--- src/rtl/drvspi_pkg.sv ---
package drvspi_pkg;
  // Serial-pin events seen in the system clock domain
  typedef struct packed {
    logic cs_fall;
    logic cs_rise;
    logic clk_rise;
    logic clk_fall;
    logic sel;
    logic data;
  } spi_evt_t;
endpackage

--- src/rtl/drvspi_sync.sv ---
module drvspi_sync #(
  parameter int STAGES = 2
) (
  input  logic                 clk,
  input  logic                 rst_n,
  input  logic                 cs_n,
  input  logic                 sclk,
  input  logic                 sdi,
  output drvspi_pkg::spi_evt_t evt
);
  localparam int NSIG = 3;
  localparam logic [NSIG-1:0] IDLE = 3'b001; // select idles high

  logic [NSIG-1:0] raw;
  logic [NSIG-1:0] synced;
  logic [NSIG-1:0] prev_q;

  assign raw = {sdi, sclk, cs_n};

  for (genvar g = 0; g < NSIG; g++) begin : g_sig
    logic [STAGES-1:0] chain_q;
    logic [STAGES-1:0] chain_d;
    always_comb chain_d = {chain_q[STAGES-2:0], raw[g]};
    always_ff @(posedge clk or negedge rst_n) begin
      if (!rst_n) chain_q <= {STAGES{IDLE[g]}};
      else        chain_q <= chain_d;
    end
    assign synced[g] = chain_q[STAGES-1];
  end

  always_ff @(posedge clk or negedge rst_n) begin
    if (!rst_n) prev_q <= IDLE;
    else        prev_q <= synced;
  end

  always_comb begin
    evt.cs_fall  = prev_q[0] & ~synced[0];
    evt.cs_rise  = ~prev_q[0] & synced[0];
    evt.clk_rise = ~prev_q[1] & synced[1];
    evt.clk_fall = prev_q[1] & ~synced[1];
    evt.sel      = ~synced[0];
    evt.data     = synced[2];
  end
endmodule

--- src/rtl/drvspi_shift.sv ---
module drvspi_shift #(
  parameter int WIDTH = 8,
  parameter int NCH   = 4
) (
  input  logic                 clk,
  input  logic                 rst_n,
  input  drvspi_pkg::spi_evt_t evt,
  input  logic [NCH-1:0]       flt,
  output logic [WIDTH-1:0]     sr_q,
  output logic                 sdo_q
);
  logic [WIDTH-1:0] sr_d;
  logic [WIDTH-1:0] fault_word;
  logic             sdo_d;

  always_comb begin
    fault_word           = '0;
    fault_word[NCH-1:0]  = flt;
    sr_d  = sr_q;
    sdo_d = sdo_q;
    if (evt.cs_fall) begin
      sr_d  = fault_word;
      sdo_d = fault_word[WIDTH-1];
    end else if (evt.sel) begin
      if (evt.clk_rise) sr_d  = {sr_q[WIDTH-2:0], evt.data};
      if (evt.clk_fall) sdo_d = sr_q[WIDTH-1];
    end
  end

  always_ff @(posedge clk or negedge rst_n) begin
    if (!rst_n) begin
      sr_q  <= '0;
      sdo_q <= 1'b0;
    end else begin
      sr_q  <= sr_d;
      sdo_q <= sdo_d;
    end
  end

  // nothing shifts while deselected
  a_r9_idle_hold: assert property (@(posedge clk) disable iff (!rst_n)
    !evt.sel |=> $stable(sr_q));
  // output bit moves only on a falling serial clock or a select fall
  a_r5_sdo_on_fall: assert property (@(posedge clk) disable iff (!rst_n)
    !$stable(sdo_q) |-> ($past(evt.clk_fall) || $past(evt.cs_fall)));
endmodule

--- src/rtl/drvspi_cmd.sv ---
module drvspi_cmd #(
  parameter int NCH = 4
) (
  input  logic           clk,
  input  logic           rst_n,
  input  logic           commit,
  input  logic [NCH-1:0] cmd_in,
  input  logic [NCH-1:0] par_on,
  output logic [NCH-1:0] cmd_q,
  output logic [NCH-1:0] ch_en
);
  logic [NCH-1:0] cmd_d;

  always_comb cmd_d = commit ? cmd_in : cmd_q;

  always_ff @(posedge clk or negedge rst_n) begin
    if (!rst_n) cmd_q <= '0;
    else        cmd_q <= cmd_d;
  end

  for (genvar c = 0; c < NCH; c++) begin : g_ch
    assign ch_en[c] = cmd_q[c] | par_on[c];
  end
endmodule

--- src/rtl/outdrv_spi.sv ---
module outdrv_spi #(
  parameter int NCH    = 4,
  parameter int WIDTH  = 8,
  parameter int STAGES = 2
) (
  input  logic           clk_i,
  input  logic           rst_ni,
  input  logic           spi_cs_n,
  input  logic           spi_sclk,
  input  logic           spi_sdi,
  input  logic [NCH-1:0] par_on,
  input  logic [NCH-1:0] flt,
  output logic           spi_sdo,
  output logic           spi_sdo_oe,
  output logic [NCH-1:0] ch_en,
  output logic           frame_done
);
  import drvspi_pkg::*;

  logic [1:0]       rst_q;
  logic             rst_n_i;
  spi_evt_t         evt;
  logic [WIDTH-1:0] sr_q;
  logic [NCH-1:0]   cmd_q;
  logic             oe_q, oe_d;
  logic             fd_q, fd_d;

  // asynchronous assert, synchronous release
  always_ff @(posedge clk_i or negedge rst_ni) begin
    if (!rst_ni) rst_q <= 2'b00;
    else         rst_q <= {rst_q[0], 1'b1};
  end
  assign rst_n_i = rst_q[1];

  drvspi_sync #(.STAGES(STAGES)) u_sync (
    .clk(clk_i), .rst_n(rst_n_i), .cs_n(spi_cs_n), .sclk(spi_sclk),
    .sdi(spi_sdi), .evt(evt)
  );

  drvspi_shift #(.WIDTH(WIDTH), .NCH(NCH)) u_shift (
    .clk(clk_i), .rst_n(rst_n_i), .evt(evt), .flt(flt),
    .sr_q(sr_q), .sdo_q(spi_sdo)
  );

  drvspi_cmd #(.NCH(NCH)) u_cmd (
    .clk(clk_i), .rst_n(rst_n_i), .commit(evt.cs_rise),
    .cmd_in(sr_q[NCH-1:0]), .par_on(par_on), .cmd_q(cmd_q), .ch_en(ch_en)
  );

  always_comb begin
    oe_d = oe_q;
    if (evt.cs_fall)      oe_d = 1'b1;
    else if (evt.cs_rise) oe_d = 1'b0;
    fd_d = evt.cs_rise;
  end

  always_ff @(posedge clk_i or negedge rst_n_i) begin
    if (!rst_n_i) begin
      oe_q <= 1'b0;
      fd_q <= 1'b0;
    end else begin
      oe_q <= oe_d;
      fd_q <= fd_d;
    end
  end

  assign spi_sdo_oe = oe_q;
  assign frame_done = fd_q;

  // strobe lasts one cycle
  a_r8_single_pulse: assert property (@(posedge clk_i) disable iff (!rst_n_i)
    frame_done |=> !frame_done);
  // command changes only together with the strobe
  a_r8_cmd_with_strobe: assert property (@(posedge clk_i) disable iff (!rst_n_i)
    !$stable(cmd_q) |-> frame_done);
  // pad released when the frame commits
  a_r6_oe_off_commit: assert property (@(posedge clk_i) disable iff (!rst_n_i)
    frame_done |-> !spi_sdo_oe);
  // fault snapshot loaded when selection starts
  a_r4_fault_load: assert property (@(posedge clk_i) disable iff (!rst_n_i)
    $rose(spi_sdo_oe) |-> (sr_q[NCH-1:0] == $past(flt)) && (sr_q[WIDTH-1:NCH] == '0));
endmodule

--- config.mk ---
export PLATFORM = sky130hd
export DESIGN_NAME = outdrv_spi
export DESIGN_NICKNAME = d
export VERILOG_FILES = /design/src/rtl/drvspi_pkg.sv /design/src/rtl/drvspi_sync.sv /design/src/rtl/drvspi_shift.sv /design/src/rtl/drvspi_cmd.sv /design/src/rtl/outdrv_spi.sv
export SDC_FILE = /design/constraint.sdc
export NUM_CORES = 1
export LEC_CHECK = 0
export BUFFER_PORTS_ARGS = -buffer_cell sky130_fd_sc_hd__buf_4
export CAP_MARGIN = 10
export CORE_MARGIN = 5
export CORE_UTILIZATION = 46
export DETAILED_ROUTE_END_ITERATION = 10
export PLACE_DENSITY = 0.71
export SYNTH_ARGS = -nofsm -noshare
export SYNTH_HDL_FRONTEND = slang
export SYNTH_SLANG_ARGS = --single-unit
--- constraint.sdc ---
create_clock -name clk_i -period 0.9 [get_ports clk_i]
set_clock_uncertainty 0.15 [all_clocks]
set_input_delay 0.18 -clock clk_i [delete_from_list [all_inputs] [get_ports clk_i]]
set_output_delay 0.18 -clock clk_i [all_outputs]
set_load 0.01 [all_outputs]
==> summary.md <==
| Metric | Value |
|---|---|
| Status | complete, but fails checks |
| Violated checks | negative hold slack, negative setup slack |
| CP endpoint kind | flip-flop |
| Max-cap violations | 0 |
| Vias in the first global route | 683 |
| Die height | 56.2 microns |
| Cell Area, Synth | 982 sq um |
| Largest buffer count on any clock path | 2 |
| Minimum clock period | about 1.7 ns |
| Hold Path Class | in2async |
| Diodes inserted | 0 |
| CP arrival | between 1.5 and 2 ns |
| CTS tree | yes |
| WL final | 1.88 mm |
| Grt total ovfl | 0 |
| CP bufs+invs | 2 |
| Initial antenna violation count | 0 |
| Static leakage | 0.729 nW |
| Final Hold Fails | 2 |
| Clock root cell | clkbuf_4 |
| Via count | 614 |
| Finished Layout Cells | 134 |
| Fin. max-slew vios | 0 |
| Number of port buffers | 19 |
| Total negative slack | -13.87 ns |
| Worst VDD drop | 0.00125 V |
| Core Util, Final | 75.1% |
| First-pass DRT Iterations | 3 |
| Pwr/cell area | around 2000 nW/um^2 |
| Critical path required time | 0.96 ns |
| Max incr delay on CP | 0.58 ns |
| Final Wtd Congestion | just over 0.7 |
| Mapped Cells | 63 |
| Worst skew pair latency | 0.32 ns |
| Core area | 2000 sq um |
| CP Max Fanout | 6 |
| Drt initial violations | 1 |
| Setup Crit Path Kind | reg2reg |
| Post-Syn Area per Cell | 15.6 sq um |
| FP Rows | 16 |
| # DRC | 0 |
| Initial Util | 49.1% |
| Yosys cell types | 13 |
| Count of state elements after synthesis | 25 |
| Total Nets Final | between 100 and 150 |
| First-pass GRT wire length | 3.14 mm |
| Pre-CTS WS | -0.780 ns |
| RSZ-0062 raised after global routing | true |
| Area Growth Syn to Fin | 53.1% |
| Largest net degree at the start of global routing | 17 |
| DR vias/cell | 4.58 |
| Placed cells | 118 |
| Yosys warns | 0 |
| Final worst path period share | 190% |
| Cell family with most CP delay | flip-flops |
| WHS | -0.00515 ns |
| Fmax | 585 MHz |
| Seq/Total Area, Yosys | 64.1% |
| Post-route ant nets | 0 |
| Share of cells above drive strength 1 | 68.2% |
| Clk sinks | 25 |
| Slowest cell on crit path | dfstp_2 |
| Max H-tree Level | 1 |
| Hpwl dp | 1.31 mm |
| I/O Pins | 20 |
| CTS Buf Count | 3 |
| Wire per inst | 14.0 microns |
| CTS Hold Buffers Added | 4 |
| Clock Pin Slew Worst Setup and Hold Paths | 0.13 ns |
| Crit path cell chain | inv_4 > ha_4 > a31oi_4 > buf_6 > mux2_4 |
| Die area | 3160 sq um |
| Die width | 56.2 microns |
| Final setup fails | 23 |
| Nets in the synthesized netlist | 79 |
| Worst Slack Setup Final | -0.809 ns |
| Tot GR Track Use | around an eighth |
| Worst setup SP type | flip-flop |
[worst paths after layout]
kind	from	endpoint	slack, ns	depth (start not counted)
setup / recovery	u_sync.g_sig[0].chain_q[1]$_DFF_PN1_	u_shift.sr_q[7]$_DFFE_PN0P_	-0.81	5
hold / removal	rst_ni	rst_q[0]$_DFF_PN0_	-0.005	2
setup reg to reg	u_sync.g_sig[0].chain_q[1]$_DFF_PN1_	u_shift.sr_q[7]$_DFFE_PN0P_	-0.81	5
hold reg to reg	rst_q[1]$_DFF_PN0_	u_cmd.cmd_q[2]$_DFFE_PN0P_	0.02	1
max in group asynchronous	rst_q[1]$_DFF_PN0_	u_shift.sr_q[1]$_DFFE_PN0P_	0.34	1
min in group clk_i	flt[2]	u_shift.sr_q[2]$_DFFE_PN0P_	0.06	3
[synthesized netlist by cell type, drive strengths merged]
| library cell | count | area share, % |
|---|---|---|
| dfrtp | 22 | 56 |
| buf | 1 | 1.1 |
| a21oi | 1 | 0.51 |
| or2 | 4 | 2.5 |
| ha | 3 | 3.8 |
| conb | 1 | 0.38 |
| mux2 | 18 | 21 |
| inv | 3 | 1.1 |
| nor2 | 1 | 0.38 |
| dfstp | 3 | 8.0 |
| a31oi | 1 | 2.2 |
| nor2b | 5 | 3.2 |
[metal layers]
metal	vias to the layer above	global-route usage, %	routed length, microns
met3	3	5.10	96
met4	0	3.05	10
li1	296	-	-
met5	-	0	0
met1	299	14.8	747
met2	16	23.4	1020
[worst register-to-register path, delay by kind of cell, from the launching register on]
family | cells | cell delay, ns
flops | 1 | 0.58
mux | 1 | 0.30
buf+inv | 2 | 0.20
fa+ha+maj | 1 | 0.18
compound gates | 1 | 0.18
[sequential cells by signal (all words and copies together), names as in the netlist]
register              cells
u_sync.prev_q             2
frame_done                1
u_cmd.cmd_q               4
u_shift.sdo_q             1
spi_sdo_oe                1
u_sync.g_sig.chain_q      6
u_shift.sr_q              8
rst_q                     2
[layout by cell type, fill, tap and decap left out]
| master | instances |
|---|---|
| nor2b_1 | 5 |
| clkbuf_4 | 3 |
| mux2_2 | 4 |
| a21oi_2 | 1 |
| inv_2 | 1 |
| dfstp_2 | 3 |
| inv_4 | 1 |
| dfrtp_1 | 22 |
| ha_4 | 3 |
| clkinvlp_4 | 1 |
| buf_6 | 12 |
| dlygate4sd3_1 | 4 |
| a31oi_4 | 1 |
| or2_4 | 4 |
| nor2_1 | 1 |
| mux2_4 | 14 |
| inv_1 | 1 |
| conb_1 | 1 |
| buf_4 | 25 |
[repair_timing]
action | in CTS | in global routing
buffers inserted | 4 | 4
gates resized for setup | 20 | 3
hold endpoints to repair | 5 | 2
gates cloned | 0 | 0
pin swaps | 3 | 1
setup endpoints to repair | 23 | 23
[where the power goes]
group          switching, mW  internal (mW)
registers              0.137           1.36
clock network          0.321          0.170
logic                  0.291          0.732
[per-stage QoR]
stage               total power, mW  hold WS, ns  cell area (sq um)
global placement               2.25       -0.186               1280
floorplan                      1.97       -0.266               1040
detailed placement             2.28       -0.186               1280
CTS                            2.97     -0.00676               1460
global route                   3.17      -0.0280               1500
finish                         3.01     -0.00515               1500
[cell type report]
| cell class | count | area, sq um |
|---|---|---|
| Multi-Input combinational cell | 34 | 434 |
| Timing Repair Buffer | 41 | 363 |
| Clock buffer | 3 | 22.5 |
| Sequential cell | 25 | 629 |
| Tap cell | 27 | 33.8 |
| Clock inverter | 1 | 7.51 |
| Fill cell | 132 | 498 |
| Inverter | 3 | 13.8 |
[kinds of logic (layout without fill, tap and decap cells)]
family                     count (synthesis)  in the layout  synth area share, %
AOI/OAI and AO/OA                          2              2                 2.67
adders and majority gates                  3              3                 3.82
buffers and inverters                      4             48                 2.29
DFF                                       25             25                 64.1
muxes                                     18             18                 20.6
other                                      1              1                0.382
and+or+nand+nor                           10             10                 6.11
Power figures use the tool's default switching activity.
